**config.mk**
```make
export PLATFORM = sky130hd
export DESIGN_NAME = raster_timing
export DESIGN_NICKNAME = d
export VERILOG_FILES = /design/src/rtl/raster_pkg.sv /design/src/rtl/raster_hcount.sv /design/src/rtl/raster_vcount.sv /design/src/rtl/raster_decode.sv /design/src/rtl/raster_timing.sv
export SDC_FILE = /design/constraint.sdc
export NUM_CORES = 1
export LEC_CHECK = 0
export ABC_AREA = 1
export CAP_MARGIN = 0
export CELL_PAD_IN_SITES_DETAIL_PLACEMENT = 1
export CELL_PAD_IN_SITES_GLOBAL_PLACEMENT = 2
export CORE_MARGIN = 1.5
export CORE_UTILIZATION = 25
export DETAILED_ROUTE_END_ITERATION = 12
export DONT_BUFFER_PORTS = 1
export GPL_TIMING_DRIVEN = 1
export HOLD_SLACK_MARGIN = 0.12
export PLACE_DENSITY_LB_ADDON = 0.1
export SLEW_MARGIN = 20
export SYNTH_ARGS = -nofsm -noshare
export SYNTH_HDL_FRONTEND = slang
export SYNTH_SLANG_ARGS = --single-unit
```
**constraint.sdc**
```tcl
create_clock -name clk -period 3.2 [get_ports clk]
set_clock_uncertainty 0.2 [all_clocks]
set_input_delay 0.48 -clock clk [delete_from_list [all_inputs] [get_ports clk]]
set_output_delay 0.48 -clock clk [all_outputs]
set_load 0.05 [all_outputs]
```
**src/rtl/raster_pkg.sv**
```systemverilog
package raster_pkg;

  // Half-open interval test: lo <= v < hi
  function automatic logic in_span(input int v, input int lo, input int hi);
    return (v >= lo) && (v < hi);
  endfunction

  // Vertical sync asserted until (end_line, end_pos) is reached
  function automatic logic vs_asserted(input int line, input int pos,
                                       input int end_line, input int end_pos);
    return (line < end_line) || ((line == end_line) && (pos < end_pos));
  endfunction

  // Width of a counter that counts 0 .. n-1
  function automatic int cnt_width(input int n);
    return (n < 2) ? 1 : $clog2(n);
  endfunction

endpackage

```
**src/rtl/raster_hcount.sv**
```systemverilog
module raster_hcount #(
  parameter int LINE_LEN = 1024,
  parameter int PW       = 10
) (
  input  logic          clk,
  input  logic          rst,
  output logic [PW-1:0] pos,
  output logic          wrap
);
  logic [PW-1:0] pos_q;

  assign wrap = (int'(pos_q) == LINE_LEN - 1);
  assign pos  = pos_q;

  always_ff @(posedge clk) begin
    if (rst)       pos_q <= '0;
    else if (wrap) pos_q <= '0;
    else           pos_q <= pos_q + PW'(1);
  end

  // the counter returns to zero after the last position
  p_pos_wrap_r1: assert property (@(posedge clk) disable iff (rst)
    wrap |=> (pos == '0));
  // the counter steps by one elsewhere
  p_pos_step_r1: assert property (@(posedge clk) disable iff (rst)
    !wrap |=> (pos == $past(pos) + PW'(1)));
endmodule

```
**src/rtl/raster_vcount.sv**
```systemverilog
module raster_vcount #(
  parameter int FRAME_LINES = 312,
  parameter int LW          = 9
) (
  input  logic          clk,
  input  logic          rst,
  input  logic          advance,
  output logic [LW-1:0] line,
  output logic          last_line
);
  logic [LW-1:0] line_q;

  assign last_line = (int'(line_q) == FRAME_LINES - 1);
  assign line      = line_q;

  always_ff @(posedge clk) begin
    if (rst)                      line_q <= '0;
    else if (advance && last_line) line_q <= '0;
    else if (advance)             line_q <= line_q + LW'(1);
  end

  // the line holds between position wraps
  p_line_hold_r2: assert property (@(posedge clk) disable iff (rst)
    !advance |=> $stable(line));
  // the frame restarts after the last line
  p_line_wrap_r2: assert property (@(posedge clk) disable iff (rst)
    (advance && last_line) |=> (line == '0));
endmodule

```
**src/rtl/raster_decode.sv**
```systemverilog
module raster_decode
  import raster_pkg::*;
#(
  parameter int PW          = 10,
  parameter int LW          = 9,
  parameter int HS_END      = 75,
  parameter int VS_END_LINE = 2,
  parameter int VS_END_POS  = 512,
  parameter int ACT_V_START = 38,
  parameter int ACT_V_LINES = 256,
  parameter int ACT_H_START = 256,
  parameter int ACT_H_LEN   = 640
) (
  input  logic          clk,
  input  logic          rst,
  input  logic [PW-1:0] pos,
  input  logic [LW-1:0] line,
  output logic          hsync_n,
  output logic          vsync_n,
  output logic          h_win,
  output logic          v_win,
  output logic          irq,
  output logic          sol,
  output logic          sof
);
  localparam int ACT_V_END = ACT_V_START + ACT_V_LINES;
  localparam int ACT_H_END = ACT_H_START + ACT_H_LEN;

  int p_i, l_i;
  assign p_i = int'(pos);
  assign l_i = int'(line);

  always_comb begin
    hsync_n = !in_span(p_i, 0, HS_END);
    vsync_n = !vs_asserted(l_i, p_i, VS_END_LINE, VS_END_POS);
    h_win   = in_span(p_i, ACT_H_START, ACT_H_END);
    v_win   = in_span(l_i, ACT_V_START, ACT_V_END);
    irq     = (l_i >= ACT_V_END);
    sol     = (p_i == 0);
    sof     = sol && (l_i == 0);
  end

  // hsync releases only at its end position
  p_hs_rise_r3: assert property (@(posedge clk) disable iff (rst)
    $rose(hsync_n) |-> (p_i == HS_END));
  // vsync releases mid-line on its end line
  p_vs_rise_r4: assert property (@(posedge clk) disable iff (rst)
    $rose(vsync_n) |-> (l_i == VS_END_LINE && p_i == VS_END_POS));
  // interrupt rises at the first cycle below the picture
  p_irq_rise_r7: assert property (@(posedge clk) disable iff (rst)
    $rose(irq) |-> (l_i == ACT_V_END && p_i == 0));
endmodule

```
**src/rtl/raster_timing.sv**
```systemverilog
module raster_timing
  import raster_pkg::*;
#(
  parameter int LINE_LEN    = 1024,
  parameter int FRAME_LINES = 312,
  parameter int HS_END      = 75,
  parameter int VS_END_LINE = 2,
  parameter int VS_END_POS  = 512,
  parameter int ACT_V_START = 38,
  parameter int ACT_V_LINES = 256,
  parameter int ACT_H_START = 256,
  parameter int ACT_H_LEN   = 640,
  localparam int PW = cnt_width(LINE_LEN),
  localparam int LW = cnt_width(FRAME_LINES)
) (
  input  logic          clk,
  input  logic          rst,
  output logic          hsync_n,
  output logic          vsync_n,
  output logic          active,
  output logic          frame_irq,
  output logic          line_start,
  output logic          frame_start,
  output logic [PW-1:0] h_pos,
  output logic [LW-1:0] v_line
);
  logic pos_wrap, last_line, h_win, v_win;

  raster_hcount #(.LINE_LEN(LINE_LEN), .PW(PW)) u_hcount (
    .clk(clk), .rst(rst), .pos(h_pos), .wrap(pos_wrap));

  raster_vcount #(.FRAME_LINES(FRAME_LINES), .LW(LW)) u_vcount (
    .clk(clk), .rst(rst), .advance(pos_wrap), .line(v_line),
    .last_line(last_line));

  raster_decode #(
    .PW(PW), .LW(LW), .HS_END(HS_END), .VS_END_LINE(VS_END_LINE),
    .VS_END_POS(VS_END_POS), .ACT_V_START(ACT_V_START),
    .ACT_V_LINES(ACT_V_LINES), .ACT_H_START(ACT_H_START),
    .ACT_H_LEN(ACT_H_LEN)
  ) u_decode (
    .clk(clk), .rst(rst), .pos(h_pos), .line(v_line),
    .hsync_n(hsync_n), .vsync_n(vsync_n), .h_win(h_win), .v_win(v_win),
    .irq(frame_irq), .sol(line_start), .sof(frame_start));

  assign active = h_win && v_win;

  // a frame strobe is always also a line strobe
  p_frame_in_line_r8: assert property (@(posedge clk) disable iff (rst)
    frame_start |-> line_start);
  // the window never overlaps the interrupt region
  p_active_no_irq_r6: assert property (@(posedge clk) disable iff (rst)
    active |-> !frame_irq);
  // the last line is only left through a position wrap
  p_last_exit_r2: assert property (@(posedge clk) disable iff (rst)
    (last_line && !pos_wrap) |=> (int'(v_line) == FRAME_LINES - 1));
endmodule

```
; ---- Yosys cells after proc, flatten, opt, wreduce, memory -nomap -nowiden
; Cells that the tools add are included.
[totals]
output_inout_bits = 25
elab_cells = 30
ff_bits = 19
[op_classes]
magnitude_cmp = 9
n_reduce_logical = 14
n_addsub = 2
n_eq_ne = 3
[op_table]
columns = operator, n
row1 = $logic_not 32->1, 2
row2 = $lt 10x10->1 const B, 2
row3 = $add 10x1->10 const B, 1
row4 = $eq 10x1->1 const B, 1
row5 = $ge 10x1->1 const B, 1
row6 = $ge 10x9->1 const B, 1
row7 = $lt 10x7->1 const B, 1
row8 = $add 9x1->9 const B, 1
row9 = $eq 9x3->1 const B, 1
row10 = $eq 9x9->1 const B, 1
row11 = $ge 9x6->1 const B, 1
row12 = $ge 9x9->1 const B, 1
row13 = $lt 9x2->1 const B, 1
row14 = $lt 9x9->1 const B, 1
row15 = $logic_and 1x1->1, 7
row16 = $reduce_or 2->1, 2
row17 = $logic_not 1->1, 2
row18 = $logic_or 1x1->1, 1

; ---- Logic depth before layout (Yosys ltp)
[logic_depth]
ltp_word = 4
depth_mapped = 9

; ---- Cells and area by module
; A second synthesis with hierarchy kept.
[unflattened]
hier_cells = 172
area_unflattened_um2 = 1132.3
[modules_own_cells]
columns = mod, cells_per_inst, seq_area_each_um2, area_per_inst_um2, n_inst
row1 = raster_vcount, 69, 180.2, 479.2, 1
row2 = raster_hcount, 58, 200.2, 461.7, 1
row3 = raster_decode, 43, 0.0, 183.9, 1
row4 = raster_timing, 2, 0.0, 7.5, 1

; ---- Least setup slack after synthesis
; Ideal clock, no wire load.
[synth_timing]
kind = flip-flop to output port
startpoint = register u_vcount.line_q[2] (netlist: u_vcount.line[2])
endpoint = output frame_start
t_required_ns = 2.520
setup_slack_ns = 0.087
n_path_buf = 1
path_stages_with_launch = 5
arrival_ns = 2.433
cell_sequence = dfxtp_1 -> buf_2 -> nor2_1 -> nand3_1 -> nor4_1
[synth_between]
elab_chain_len = 2
[synth_lines]
columns = element, line_no
row1 = start: declaration, raster_vcount.sv:11  ; logic [LW-1:0] line_q;
row2 = start signal: assignment, raster_vcount.sv:19  ; else if (advance) line_q <= line_q + LW'(1);
row3 = $logic_not 32->1, raster_decode.sv:40  ; sof = sol && (l_i == 0);
row4 = $logic_and 1x1->1, raster_decode.sv:40
row5 = end: declaration, raster_timing.sv:23  ; output logic frame_start,
; No other way between the ends.

; ---- Worst setup path in the final report
[layout_timing]
startpoint = register u_vcount.line_q[1] (netlist: u_vcount.line[1])
endpoint = output active
[layout_between]
elab_chain_len = 3
word_cells_on_any_way = 4
[layout_lines]
columns = element, line_no
row1 = $ge 9x6->1 or $lt 9x9->1 (tied branches), raster_pkg.sv:5  ; return (v >= lo) && (v < hi);
row2 = $logic_and 1x1->1 *, raster_pkg.sv:5
row3 = $logic_and 1x1->1 *, raster_timing.sv:46  ; assign active = h_win && v_win;
row4 = end: declaration, raster_timing.sv:20  ; output logic active,
; Mark *: on every way between the ends. The rest lies on a longest branch, timed or not.

==> results.toml <==
[setup_path]
cpLargestDelayFamily = "flip-flops"
cp_cell_sequence = "nand2_1 > nand3_1 > nand2_1 > a21oi_1 > nor3_2 > buf_4"
cp_slowest_stage_delay_ns = 0.76
crit_type = "flop to output port"
r2r_start = "u_vcount.line[1]"
required_ns = 2.52
cp_num_buf_inv = 1
cpMostUsedCell = "nand2_1"
cp-end-kind = "output port"
startpoint_type = "flop"
cp.arrival_ns = 1.88
critPathSlowestCell = "dfxtp_1"
startpoint = "u_vcount.line[1]"
worstPathMaxFanout = 7

[clocking]
cts_tree = "yes"
cts_hold_buffers = 1
clock_latency_ns = 0.26
cts_setup_buffers = 0
clk_pin_slew_ns = 0.08
root_buffer = "clkbuf_8"
cts_buffers = 3
numClockSinks = 19
clk_path_buf_depth = 2
ctsHtreeMaxLevel = 1
cts_resized = 0

[hold_path]
holdCritPathClass = "primary input to flop"
hp-start = "rst"

[drt]
routed-via-count = 1247
drc = 0
wl_per_cell_um = 13.6
vias_per_cell = 4.50
routed_wl_mm = 3.77
drtIter0Drc = 40
drt.antenna.violating_nets = 0
first_pass_iters = 4

[grt]
grt_pass1_wl_mm = 6.44
grt_overflow_total = 0
grt_pass1_vias = 1289
grt_util_all_layers = 0.157
grt_max_degree = 13
antenna_found_initial = 0

[finish]
final_cell_mix = "51 x nand2_1, 28 x inv_1, 23 x nor2_1"
finalNonFillerCells = 277
stdcell_area_mm2 = 0.00153
finalNetCount = 218
insertedDiodeCount = 0
syn_to_final_growth_pct = 23.9
fill_cells = 605
utilization = 0.323
drive_above_1_share = 0.205
layout_commonest_cell = "nand2_1"

[placed_design]
dpl.hpwl_mm = 3.06
place_inst = 272
dpl_cell_area_mm2 = 0.00147
port_buffers = 0
gp_congestion = 0.819

[synth]
synth_top_area_share = 0.309
netlist_area_mm2 = 0.00123
syn_nets = 194
syn_inst = 187
syn_area_per_cell_um2 = 6.59
synth_warnings = 0
yosys_register_bits = 19
synth_top_cell_by_area = "dfxtp_1"
yosysSeqAreaShare = 0.309
synth_cell_type_count = 28
synth.area.top_cells = "dfxtp_1 31%, nand2_1 16%, inv_1 8.5%, nor2_1 7.0%, nand3_1 5.7%"

[timing]
setup_viol = 0
fin_crit_ns = 2.56
worstMarginPinSlew_ns = 0.721
rsz0062_at_grt = "false"
final.setup.tns_ns = 0
final-hold-violation-count = 0
relSlewSlack = 0.518
fin_crit_sh = 0.800
fmax_mhz = 391
whs_ns = 0.300
finalMaxSlewViolations = 0

[status]
outcome = "finished, final reports clean"

[floorplan]
die_area_mm2 = 0.00536
io_pins = 27
core_mm2 = 0.00472
rows = 25
start_util = 0.261
fp.dieH_um = 73.2
die_w_um = 73.2

[power]
cellLeakagePower_nw = 0.698
ir_worst_vdd_mv = 0.121
pwr_density_cell_mw_per_mm2 = 317

[run]
cap_viol_max_count = 0
[power breakdown]
group,switching [W],internal (W)
Clock,0.0000950,0.0000880
Sequential,0.000000778,0.000239
Combinational,0.0000441,0.0000169
Total,0.000140,0.000344
[per-stage QoR]
step | power (W) | worst slack [ns]
2_1_floorplan | 0.000290 | 0.0871
3_3_place_gp | 0.000306 | 0.956
3_5_place_dp | 0.000307 | 0.933
4_1_cts | 0.000497 | 0.631
5_1_grt | 0.000509 | 0.500
6_report | 0.000484 | 0.641
[layer usage]
layer  global-route usage  part of all wire  up-vias
met2                0.243              0.46       17
met1                0.214              0.49      595
met3               0.0318             0.034        5
met4               0.0545             0.013        0
li1                     -                 -      630
met5                    0                 0        -
[synthesized netlist by cell type (all sizes together)]
master  count
dfxtp      19
or2         1
clkinv      1
nor3b       2
nand4       7
nand3      16
a21oi       5
xor2        3
buf         1
o22a        1
o21ai       3
nor4        1
clkbuf      1
nand2      56
nor2       29
inv        29
ha          5
xnor2       1
o21bai      1
nor3        5
[final timing paths]
| kind | slack [ns] | depth (start not counted) | to |
|---|---|---|---|
| setup / recovery | 0.64 | 6 | active |
| hold / removal | 0.30 | 3 | u_hcount.pos[1] |
| setup reg to reg | 1.07 | 6 | u_vcount.line[6] |
| hold reg to reg | 0.37 | 2 | u_hcount.pos[9] |
[logic make-up after synthesis]
group                    synth area share
XOR/XNOR                           0.0284
AND/OR/NAND/NOR                     0.463
flip-flops                          0.309
adder cells (fa/ha/maj)            0.0508
buffers and inverters               0.104
AO/OA/AOI/OAI                      0.0457
[worst register-to-register path: cells and delay by family (launching register included)]
family	cells	cell delay, ns
simple gates	5	0.72
flops	1	0.76
fa+ha+maj	1	0.36
[area by class of cell]
| cell class | instances | area (um2) | area share |
|---|---|---|---|
| clock inverter | 1 | 7.51 | 0.00492 |
| timing repair buffer | 21 | 160 | 0.105 |
| multi-input combinational | 136 | 736 | 0.482 |
| inverter | 30 | 118 | 0.0770 |
| clock buffer | 3 | 41.3 | 0.0270 |
| tap | 67 | 83.8 | 0.0549 |
| sequential | 19 | 380 | 0.249 |
[sequential cells by signal, summed over array words and instances (netlist names)]
| name | count |
|---|---|
| u_hcount.pos | 10 |
| u_vcount.line | 9 |
(Power assumes the default switching activity.)
